$ cat config.mk
export PLATFORM = sky130hd
export DESIGN_NAME = edge_pulse_enc
export DESIGN_NICKNAME = d
export VERILOG_FILES = /design/src/rtl/edge_pulse_enc_pkg.sv /design/src/rtl/enc_sync.sv /design/src/rtl/enc_glitch_filt.sv /design/src/rtl/enc_refresh_tmr.sv /design/src/rtl/edge_pulse_enc.sv
export SDC_FILE = /design/constraint.sdc
export NUM_CORES = 1
export LEC_CHECK = 0
export ABC_AREA = 1
export BUFFER_PORTS_ARGS = -buffer_cell sky130_fd_sc_hd__buf_4
export CORE_ASPECT_RATIO = 0.7
export CORE_MARGIN = 5
export CORE_UTILIZATION = 45
export CTS_CLUSTER_SIZE = 16
export DETAILED_ROUTE_END_ITERATION = 8
export SLEW_MARGIN = 10
export SYNTH_ARGS = -nofsm -noshare
export SYNTH_HDL_FRONTEND = slang
export SYNTH_SLANG_ARGS = --single-unit
$ cat constraint.sdc
create_clock -name clk_i -period 3.24 [get_ports clk_i]
set_input_delay 0.162 -clock clk_i [delete_from_list [all_inputs] [get_ports clk_i]]
set_output_delay 0.162 -clock clk_i [all_outputs]
set_load 0.02 [all_outputs]
$ cat src/rtl/edge_pulse_enc_pkg.sv
package edge_pulse_enc_pkg;
  typedef enum logic [1:0] {
    STB_NONE = 2'd0,
    STB_SET  = 2'd1,
    STB_RST  = 2'd2
  } strobe_e;

  function automatic strobe_e level_strobe(input logic lvl);
    return lvl ? STB_SET : STB_RST;
  endfunction
endpackage

$ cat src/rtl/enc_sync.sv
module enc_sync #(
  parameter int   STAGES  = 2,
  parameter logic RST_VAL = 1'b1
) (
  input  logic clk_i,
  input  logic rst_ni,
  input  logic d_i,
  output logic q_o
);
  logic [STAGES-1:0] chain_q;

  generate
    if (STAGES == 1) begin : g_one
      always_ff @(posedge clk_i or negedge rst_ni) begin
        if (!rst_ni) chain_q <= RST_VAL;
        else         chain_q <= d_i;
      end
    end else begin : g_many
      always_ff @(posedge clk_i or negedge rst_ni) begin
        if (!rst_ni) chain_q <= {STAGES{RST_VAL}};
        else         chain_q <= {chain_q[STAGES-2:0], d_i};
      end
    end
  endgenerate

  assign q_o = chain_q[STAGES-1];
endmodule

$ cat src/rtl/enc_glitch_filt.sv
module enc_glitch_filt #(
  parameter int MIN_PW_CYC = 8
) (
  input  logic clk_i,
  input  logic rst_ni,
  input  logic din_s_i,
  output logic lvl_o,
  output logic chg_o
);
  localparam int CW = $clog2(MIN_PW_CYC + 1);

  logic [CW-1:0] cnt_q;
  logic          lvl_q;
  logic          diff;

  assign diff  = din_s_i != lvl_q;
  // chg_o: this edge accepts the new level
  assign chg_o = diff && (cnt_q == CW'(MIN_PW_CYC - 1));
  assign lvl_o = lvl_q;

  always_ff @(posedge clk_i or negedge rst_ni) begin
    if (!rst_ni) begin
      cnt_q <= '0;
      lvl_q <= 1'b1;
    end else if (!diff) begin
      cnt_q <= '0;
    end else if (chg_o) begin
      cnt_q <= '0;
      lvl_q <= din_s_i;
    end else begin
      cnt_q <= cnt_q + 1'b1;
    end
  end

  AST_LVL_NEEDS_INPUT: assert property (@(posedge clk_i) disable iff (!rst_ni)
    !$stable(lvl_q) |-> $past(din_s_i) == lvl_q);
endmodule

$ cat src/rtl/enc_refresh_tmr.sv
module enc_refresh_tmr #(
  parameter int IDLE_CYC    = 200,
  parameter int REFRESH_CYC = 340
) (
  input  logic clk_i,
  input  logic rst_ni,
  input  logic chg_i,
  output logic fire_o
);
  localparam int MAXC = (IDLE_CYC > REFRESH_CYC) ? IDLE_CYC : REFRESH_CYC;
  localparam int CW   = $clog2(MAXC + 1);

  logic [CW-1:0] cnt_q;
  logic          boot_q;
  logic          first_q;
  logic          due;

  assign due    = first_q ? (cnt_q == CW'(IDLE_CYC - 1)) : (cnt_q == CW'(REFRESH_CYC - 1));
  assign fire_o = !chg_i && (boot_q || due);

  always_ff @(posedge clk_i or negedge rst_ni) begin
    if (!rst_ni) begin
      cnt_q   <= '0;
      boot_q  <= 1'b1;
      first_q <= 1'b0;
    end else begin
      boot_q <= 1'b0;
      if (chg_i) begin
        cnt_q   <= '0;
        first_q <= 1'b1;
      end else if (fire_o) begin
        cnt_q   <= '0;
        first_q <= 1'b0;
      end else begin
        cnt_q <= cnt_q + 1'b1;
      end
    end
  end

  AST_NO_BACK_TO_BACK: assert property (@(posedge clk_i) disable iff (!rst_ni)
    fire_o |=> !fire_o);
endmodule

$ cat src/rtl/edge_pulse_enc.sv
module edge_pulse_enc
  import edge_pulse_enc_pkg::*;
#(
  parameter int SYNC_STAGES = 2,
  parameter int MIN_PW_CYC  = 8,
  parameter int IDLE_CYC    = 200,
  parameter int REFRESH_CYC = 340
) (
  input  logic clk_i,
  input  logic rst_ni,
  input  logic din_i,
  output logic set_o,
  output logic reset_o
);
  logic    din_s;
  logic    lvl;
  logic    chg;
  logic    fire;
  strobe_e stb;

  enc_sync #(.STAGES(SYNC_STAGES), .RST_VAL(1'b1)) u_sync (
    .clk_i (clk_i),
    .rst_ni(rst_ni),
    .d_i   (din_i),
    .q_o   (din_s)
  );

  enc_glitch_filt #(.MIN_PW_CYC(MIN_PW_CYC)) u_filt (
    .clk_i  (clk_i),
    .rst_ni (rst_ni),
    .din_s_i(din_s),
    .lvl_o  (lvl),
    .chg_o  (chg)
  );

  enc_refresh_tmr #(.IDLE_CYC(IDLE_CYC), .REFRESH_CYC(REFRESH_CYC)) u_tmr (
    .clk_i (clk_i),
    .rst_ni(rst_ni),
    .chg_i (chg),
    .fire_o(fire)
  );

  // change wins over refresh; refresh carries current level
  always_comb begin
    if (chg)       stb = level_strobe(~lvl);
    else if (fire) stb = level_strobe(lvl);
    else           stb = STB_NONE;
  end

  always_ff @(posedge clk_i or negedge rst_ni) begin
    if (!rst_ni) begin
      set_o   <= 1'b0;
      reset_o <= 1'b0;
    end else begin
      set_o   <= (stb == STB_SET);
      reset_o <= (stb == STB_RST);
    end
  end

  AST_NOT_BOTH:      assert property (@(posedge clk_i) disable iff (!rst_ni)
    !(set_o && reset_o));
  AST_RISE_GIVES_SET: assert property (@(posedge clk_i) disable iff (!rst_ni)
    $rose(lvl) |-> set_o);
  AST_FALL_GIVES_RST: assert property (@(posedge clk_i) disable iff (!rst_ni)
    $fell(lvl) |-> reset_o);
  AST_SET_MATCHES:   assert property (@(posedge clk_i) disable iff (!rst_ni)
    set_o |-> lvl);
  AST_RST_MATCHES:   assert property (@(posedge clk_i) disable iff (!rst_ni)
    reset_o |-> !lvl);
  AST_SET_ONE_CYC:   assert property (@(posedge clk_i) disable iff (!rst_ni)
    set_o |=> !set_o);
endmodule

==> results of run 1 <==
critical path, cell delays in order (launching register included):
cell     delay (ns)
dfrtp_1        0.42
ha_1           0.23
nand2_2        0.10
nor2_4         0.04
inv_2          0.07
nor2_4         0.05
inv_2          0.08
nand3_4        0.13
nand2_1        0.08
inv_1          0.03
through the flow:
stage               hold slack, ns  instances  power [mW]   util
CTS                          0.246        143       0.629  0.526
floorplan                   -0.134        109       0.386      -
detailed placement          0.0549        137       0.420  0.491
global placement            0.0556        137       0.417  0.491
finish                       0.251        143       0.620  0.526
global route                 0.277        143       0.661  0.526
power groups by stage:
stage | Clock [mW] | Combinational [mW] | Sequential (mW)
after floorplan | 0 | 0.0693 | 0.317
after global placement | 0 | 0.105 | 0.313
after detailed placement | 0 | 0.107 | 0.313
after CTS | 0.212 | 0.109 | 0.308
after global routing | 0.221 | 0.127 | 0.313
final | 0.205 | 0.106 | 0.308
cells in the final DEF, fill, tap and decap left out, drive strengths merged:
| master | count |
|---|---|
| buf | 4 |
| bufinv | 1 |
| clkbuf | 3 |
| conb | 1 |
| dfrtp | 16 |
| dfstp | 4 |
| dlygate4sd3 | 2 |
| ha | 2 |
| inv | 21 |
| nand2 | 23 |
| nand3 | 9 |
| nand4 | 1 |
| nor2 | 22 |
| nor3 | 2 |
| o21ai | 1 |
| xnor2 | 2 |
| xor2 | 5 |
cell type report:
type	instances	area share
Clock inverter	1	0.0272
Tap cell	24	0.0272
Clock buffer	3	0.0204
Inverter	21	0.0713
Multi-Input combinational cell	68	0.351
Timing Repair Buffer	6	0.0453
Sequential cell	20	0.458
state kept, by name, indices dropped and copies added (netlist names):
| register | cells |
|---|---|
| u_sync.chain_q | 2 |
| u_tmr.boot_q | 1 |
| reset_o | 1 |
| set_o | 1 |
| u_filt.lvl_o | 1 |
| u_filt.cnt_q | 4 |
| u_tmr.first_q | 1 |
| u_tmr.cnt_q | 9 |
worst paths after layout:
kind,slack (ns),cells after the start,start,endpoint
worst max-delay path,1.91,9,u_filt.cnt_q[0],reset_o
worst min-delay path,0.25,2,rst_ni,u_tmr.cnt_q[5]
min in group clk_i,0.36,0,u_sync.chain_q[0],u_sync.chain_q[1]
max in group asynchronous,2.72,2,rst_ni,u_sync.chain_q[0]
worst min register to register,0.36,0,u_sync.chain_q[0],u_sync.chain_q[1]
worst max register to register,1.91,9,u_filt.cnt_q[0],reset_o
synth_stat cells:
library cell / instances / share of area
nand3_1: 6 / 0.031
conb_1: 1 / 0.0039
o21ai_1: 1 / 0.0051
xnor2_2: 1 / 0.017
nand2_2: 2 / 0.013
ha_1: 2 / 0.026
nand2_1: 21 / 0.081
nor2_1: 19 / 0.073
dfrtp_1: 16 / 0.41
xnor2_1: 1 / 0.0090
inv_2: 5 / 0.019
nor3_1: 1 / 0.0051
nor3_2: 1 / 0.010
nand3_4: 1 / 0.018
nand4_1: 1 / 0.0064
inv_1: 16 / 0.062
dfstp_2: 4 / 0.11
nand3_2: 2 / 0.021
nor2_4: 3 / 0.035
xor2_1: 5 / 0.045
per-layer routing:
metal,vias to the layer above,global-route usage,part of all wire
met5,-,0,0
met1,281,0.158,0.51
met4,0,0.0103,0
met3,0,0.0461,0.073
met2,10,0.163,0.42
li1,345,-,-
kinds of logic after synthesis:
kind of cell,count (synthesis)
flip-flops,20
other,1
adder cells (fa/ha/maj),2
XOR/XNOR,7
buffers and inverters,21
AND/OR/NAND/NOR,57
AO/OA/AOI/OAI,1
==> summary.txt, run 1 <==
Outcome
  – Status: complete, no violations

Worst setup path
  – Crit start category: flop
  – Worst Setup Path Type: flop to flop
  – Critical Path RT: 3.46 ns
  – Worst path arrival time: 1.55 ns
  – CP max FO: 9
  – Worst setup EP type: flop

Floorplan
  – I/O Pins: 5
  – Initial Util: 0.462
  – Die footprint: 0.00320 mm2
  – Core ar.: 0.00210 mm2
  – Die H: 48.9 um
  – # rows: 14
  – Die Span X: 65.6 um

Yosys
  – Synth Register Bits: 20
  – Cells after Synth: 109
  – Synthesis Warnings: 0
  – Syn Area/Cell: 8.92 um2
  – Synth Area in Adders: 0.0257
  – Seq/Total Area, Yosys: 0.520
  – Syn Nets: 114
  – Mux contribution to synthesized area: 0
  – Compound-Gate Fraction of Synth Area: 0.00515
  – Post-Syn Area: 972 um2
  – XOR/XNOR share of the synthesized area: 0.0708
  – Synth unique cells: 20
  – Largest family of logic cells by synthesized area: simple AND/OR/NAND/NOR gates
  – Synth Area in Simple Gates: 0.293

Timing
  – Endpoints failing setup: 0
  – RSZ-0062 raised after global routing: no
  – Worst Skew: 0.00227 ns
  – Hold Fails Final Rpt: 0
  – Pins Over Slew Limit: 0
  – Final Cycle Share: 0.411
  – Setup TNS: 0 ns
  – Fin worst setup slack: 1.91 ns
  – Fmax: 0.751 GHz
  – Final Critical Period: 1.33 ns

Placement
  – Placed cell area: 0.00103 mm2
  – GPL Wtd Cong: 0.832
  – Place WS: 1.92 ns
  – PortBufs: 4
  – Hpwl dp: 1120 um

Layout
  – Finished Cell Area: 0.00110 mm2
  – Area grow syn2layout: 13.6%
  – Layout cell share with drive strength beyond 1: 0.227
  – Fillers: 203
  – Register area: 505 um2
  – Antenna Cells: 0
  – Multi-input logic area: 388 um2
  – Nets: 125

Routing
  – DR iter-0 viols: 17
  – Post-Route WL: 1490 um
  – Vias/cell: 4.45
  – Routed Antenna Nets: 0
  – Remaining DRCs: 0
  – DRT Pass-1 Iters: 4
  – WL per Instance: 10.4 um
  – Vias post-DR: 636

Pwr
  – VDD IR max: 314 uV
  – Pwr Density: 561 mW/mm2
  – Int Power: 454 uW
  – Sw Share: 0.267
  – Comb pwr share: 0.172
  – P_sw: 166 uW
  – Seq pwr share: 0.498
  – Leak: 0.553 nW
  – Clk pwr share: 0.331

Global route
  – Global-route total usage across every layer: 0.111
  – Vias in the first global route: 629
  – Largest net degree at the start of global routing: 21
  – First-pass GRT wire length: 2760 um
  – Global route total overflow: 0
  – Initial antenna violation count: 0

CTS
  – CTS sink cnt: 20
  – CTS tree: built
  – CTS Buffer Depth: 2
  – Hold_buf cts: 2
  – Clock transition at the registers of the reported paths: 0.11 ns
  – H-tree depth: 1
  – CTS buffer count: 3
  – Worst skew pair latency: 0.31 ns
  – Post-CTS Resized: 0
  – CTS Root Buffer Type: clkbuf_4
  – Number of setup buffers added after CTS: 0

Hold path
  – Tightest Hold Check Type: input port to async pin

Job
  – Max-Cap Viols: 0
Note: power is estimated with default switching activity, not from simulation.
==> inputs of run 2 (changes only) <==
==> constraint.sdc (replaced) <==
create_clock -name clk_i -period 1.09 [get_ports clk_i]
set_input_delay 0.0545 -clock clk_i [delete_from_list [all_inputs] [get_ports clk_i]]
set_output_delay 0.0545 -clock clk_i [all_outputs]
set_load 0.02 [all_outputs]
==> run 2 against run 1 <==
  * The run now ends with setup timing left
  * Core utilization grew 10 points
  * Register-to-register slack got worse by 2.1 ns
  * Fmax rose by 5.4%
  * Critical path depth down 1
  * Sequential power rose to 3.0 times the previous value
  * Non-clock buffer count increased by 21
  * Via count increased by 18%
  * Routed wire length increased by 32%
  * Design area increased by 19%
  * Combinational power rose to 5.3 times the previous value
  * Total power grew to 3.1 times the previous value
  * Die area did not move
  * Largest power group unchanged
==> summary.txt, run 2 (synthesized netlist as in run 1, its figures left out) <==
Outcome
  – Status: complete, but fails checks
  – Failing checks: setup timing

Pwr
  – Pwr Total: 1.91 mW
  – Seq pwr share: 0.479
  – Int Power: 1.32 mW
  – Leak: 0.657 nW
  – VDD IR max: 1030 uV
  – Comb pwr share: 0.293
  – Clk pwr share: 0.228
  – P_sw: 589 uW
  – Pwr Density: 1450 mW/mm2
  – Sw Share: 0.308

Layout
  – Most frequent cells in the layout: buf_4, nand2_1, inv_1, dfrtp_1, nor2_1
  – Largest Register: u_tmr.cnt_q
  – Max reg flops: 9
  – Nets: 147
  – Antenna Cells: 0
  – Most common cell after layout, fill and taps aside: buf_4
  – Layout cell share with drive strength beyond 1: 0.461
  – Final core utilization: 0.626
  – Area grow syn2layout: 35.4%
  – Biggest regs: u_tmr.cnt_q (9), u_filt.cnt_q (4), u_sync.chain_q (2)
  – Finished Cell Area: 0.00132 mm2
  – Final Non-Filler Cells: 165
  – Fillers: 191

Timing
  – RSZ-0062 raised after global routing: yes
  – Fmax: 0.791 GHz
  – Hold Fails Final Rpt: 0
  – Final Cycle Share: 1.16
  – Endpoints failing setup: 17
  – Fin worst setup slack: -0.174 ns
  – Worst Skew: 0.00385 ns
  – Pins Over Slew Limit: 0
  – Final Critical Period: 1.26 ns
  – Hold Slack: 0.155 ns

Worst setup path
  – Critical Path, Cell by Cell: ha_2 -> nand2_2 -> nor2_4 -> inv_2 -> nor2_4 -> inv_4 -> nand3_4 -> nor2_1
  – Max incr delay on CP: 0.38 ns
  – Slowest-stage cell, CP: dfrtp_1
  – Worst Setup Path Type: flop to flop
  – R2r setup slk: -0.17 ns
  – Worst path arrival time: 1.46 ns
  – Crit start category: flop
  – CP bufs+invs: 2
  – CP max FO: 5
  – Most used cell, CP: nor2_4
  – Worst setup EP type: flop
  – Critical Path RT: 1.29 ns
  – Cell family with most CP delay: simple AND/OR/NAND/NOR gates

Placement
  – Placed cell area: 0.00113 mm2
  – Hpwl dp: 1180 um
  – PortBufs: 4
  – Dpl cells: 149
  – GPL Wtd Cong: 0.808

Job
  – Max-Cap Viols: 0

CTS
  – CTS sink cnt: 20
  – CTS Buffer Depth: 2
  – Clock transition at the registers of the reported paths: 0.11 ns
  – CTS buffer count: 3
  – CTS tree: built
  – CTS Root Buffer Type: clkbuf_4
  – H-tree depth: 1
  – Worst skew pair latency: 0.30 ns

Routing
  – Remaining DRCs: 0
  – Post-Route WL: 1960 um
  – DRT Pass-1 Iters: 4
  – Vias post-DR: 749
  – WL per Instance: 11.8 um
  – DR iter-0 viols: 35
  – Routed Antenna Nets: 0
  – Vias/cell: 4.54

Global route
  – First-pass GRT wire length: 3260 um
  – Vias in the first global route: 736
  – Initial antenna violation count: 0
  – Global route total overflow: 0
  – Global-route total usage across every layer: 0.133
  – Largest net degree at the start of global routing: 21

Floorplan
  – Die Span X: 65.6 um
  – Core ar.: 0.00210 mm2
  – Die footprint: 0.00320 mm2
  – # rows: 14
  – I/O Pins: 5
  – Initial Util: 0.462
  – Die H: 48.9 um

Hold path
  – Tightest Hold Check Type: input port to async pin
run 2: worst reg2reg max path, cell delays in order, from the launching register on:
cell and delay [ns]:
dfrtp_1 0.38, ha_2 0.19, nand2_2 0.07, nor2_4 0.10, inv_2 0.05, nor2_4 0.13, inv_4 0.07, nand3_4 0.10
nor2_1 0.06
run 2: through the flow:
step | setup TNS, ns | setup WS, ns
2_1_floorplan | -0.672 | -0.0632
3_3_place_gp | -1.57 | -0.154
3_5_place_dp | -2.00 | -0.185
4_1_cts | -1.70 | -0.153
5_1_grt | -3.43 | -0.265
6_report | -2.09 | -0.174
run 2: path summary, 6_finish.rpt:
kind | from | end | depth (start not counted)
max | u_filt.cnt_q[1] | u_tmr.cnt_q[2] | 8
min | rst_ni | u_tmr.cnt_q[4] | 2
max reg2reg | u_filt.cnt_q[1] | u_tmr.cnt_q[2] | 8
min reg2reg | u_sync.chain_q[0] | u_sync.chain_q[1] | 0
max in group asynchronous | rst_ni | u_tmr.boot_q | 2
min in group clk_i | u_sync.chain_q[0] | u_sync.chain_q[1] | 0
run 2: timing repair:
action / in CTS / in global routing
endpoints found under the setup margin: 16 / 17
resized for setup: 7 / 10
hold buffers: 2 / 0
setup buffers: 6 / 4
endpoints found under the hold margin: 21 / 0
pin swaps: 9 / 8
cloned: 1 / 0
run 2: final cells by class:
cell class,count,area (um2),area share
Clock buffer,4,36.3,0.0276
Inverter,21,81.3,0.0618
Multi-Input combinational cell,69,453,0.344
Sequential cell,20,508,0.386
Tap cell,24,30.0,0.0228
Timing Repair Buffer,27,208,0.158
run 2: power groups by stage:
stage          clock network (mW)  logic (mW)  registers [mW]
6_report                    0.436       0.561           0.917
2_1_floorplan                   0       0.214           0.943
5_1_grt                     0.491       0.614           0.930
4_1_cts                     0.452       0.471           0.913
3_3_place_gp                    0       0.368           0.928
3_5_place_dp                    0       0.365           0.932
run 2: metal layers:
layer	vias up	GRT usage	share of wire
li1	392	-	-
met1	337	0.182	0.47
met2	14	0.198	0.44
met3	6	0.0507	0.050
met4	0	0.0310	0.034
met5	-	0	0
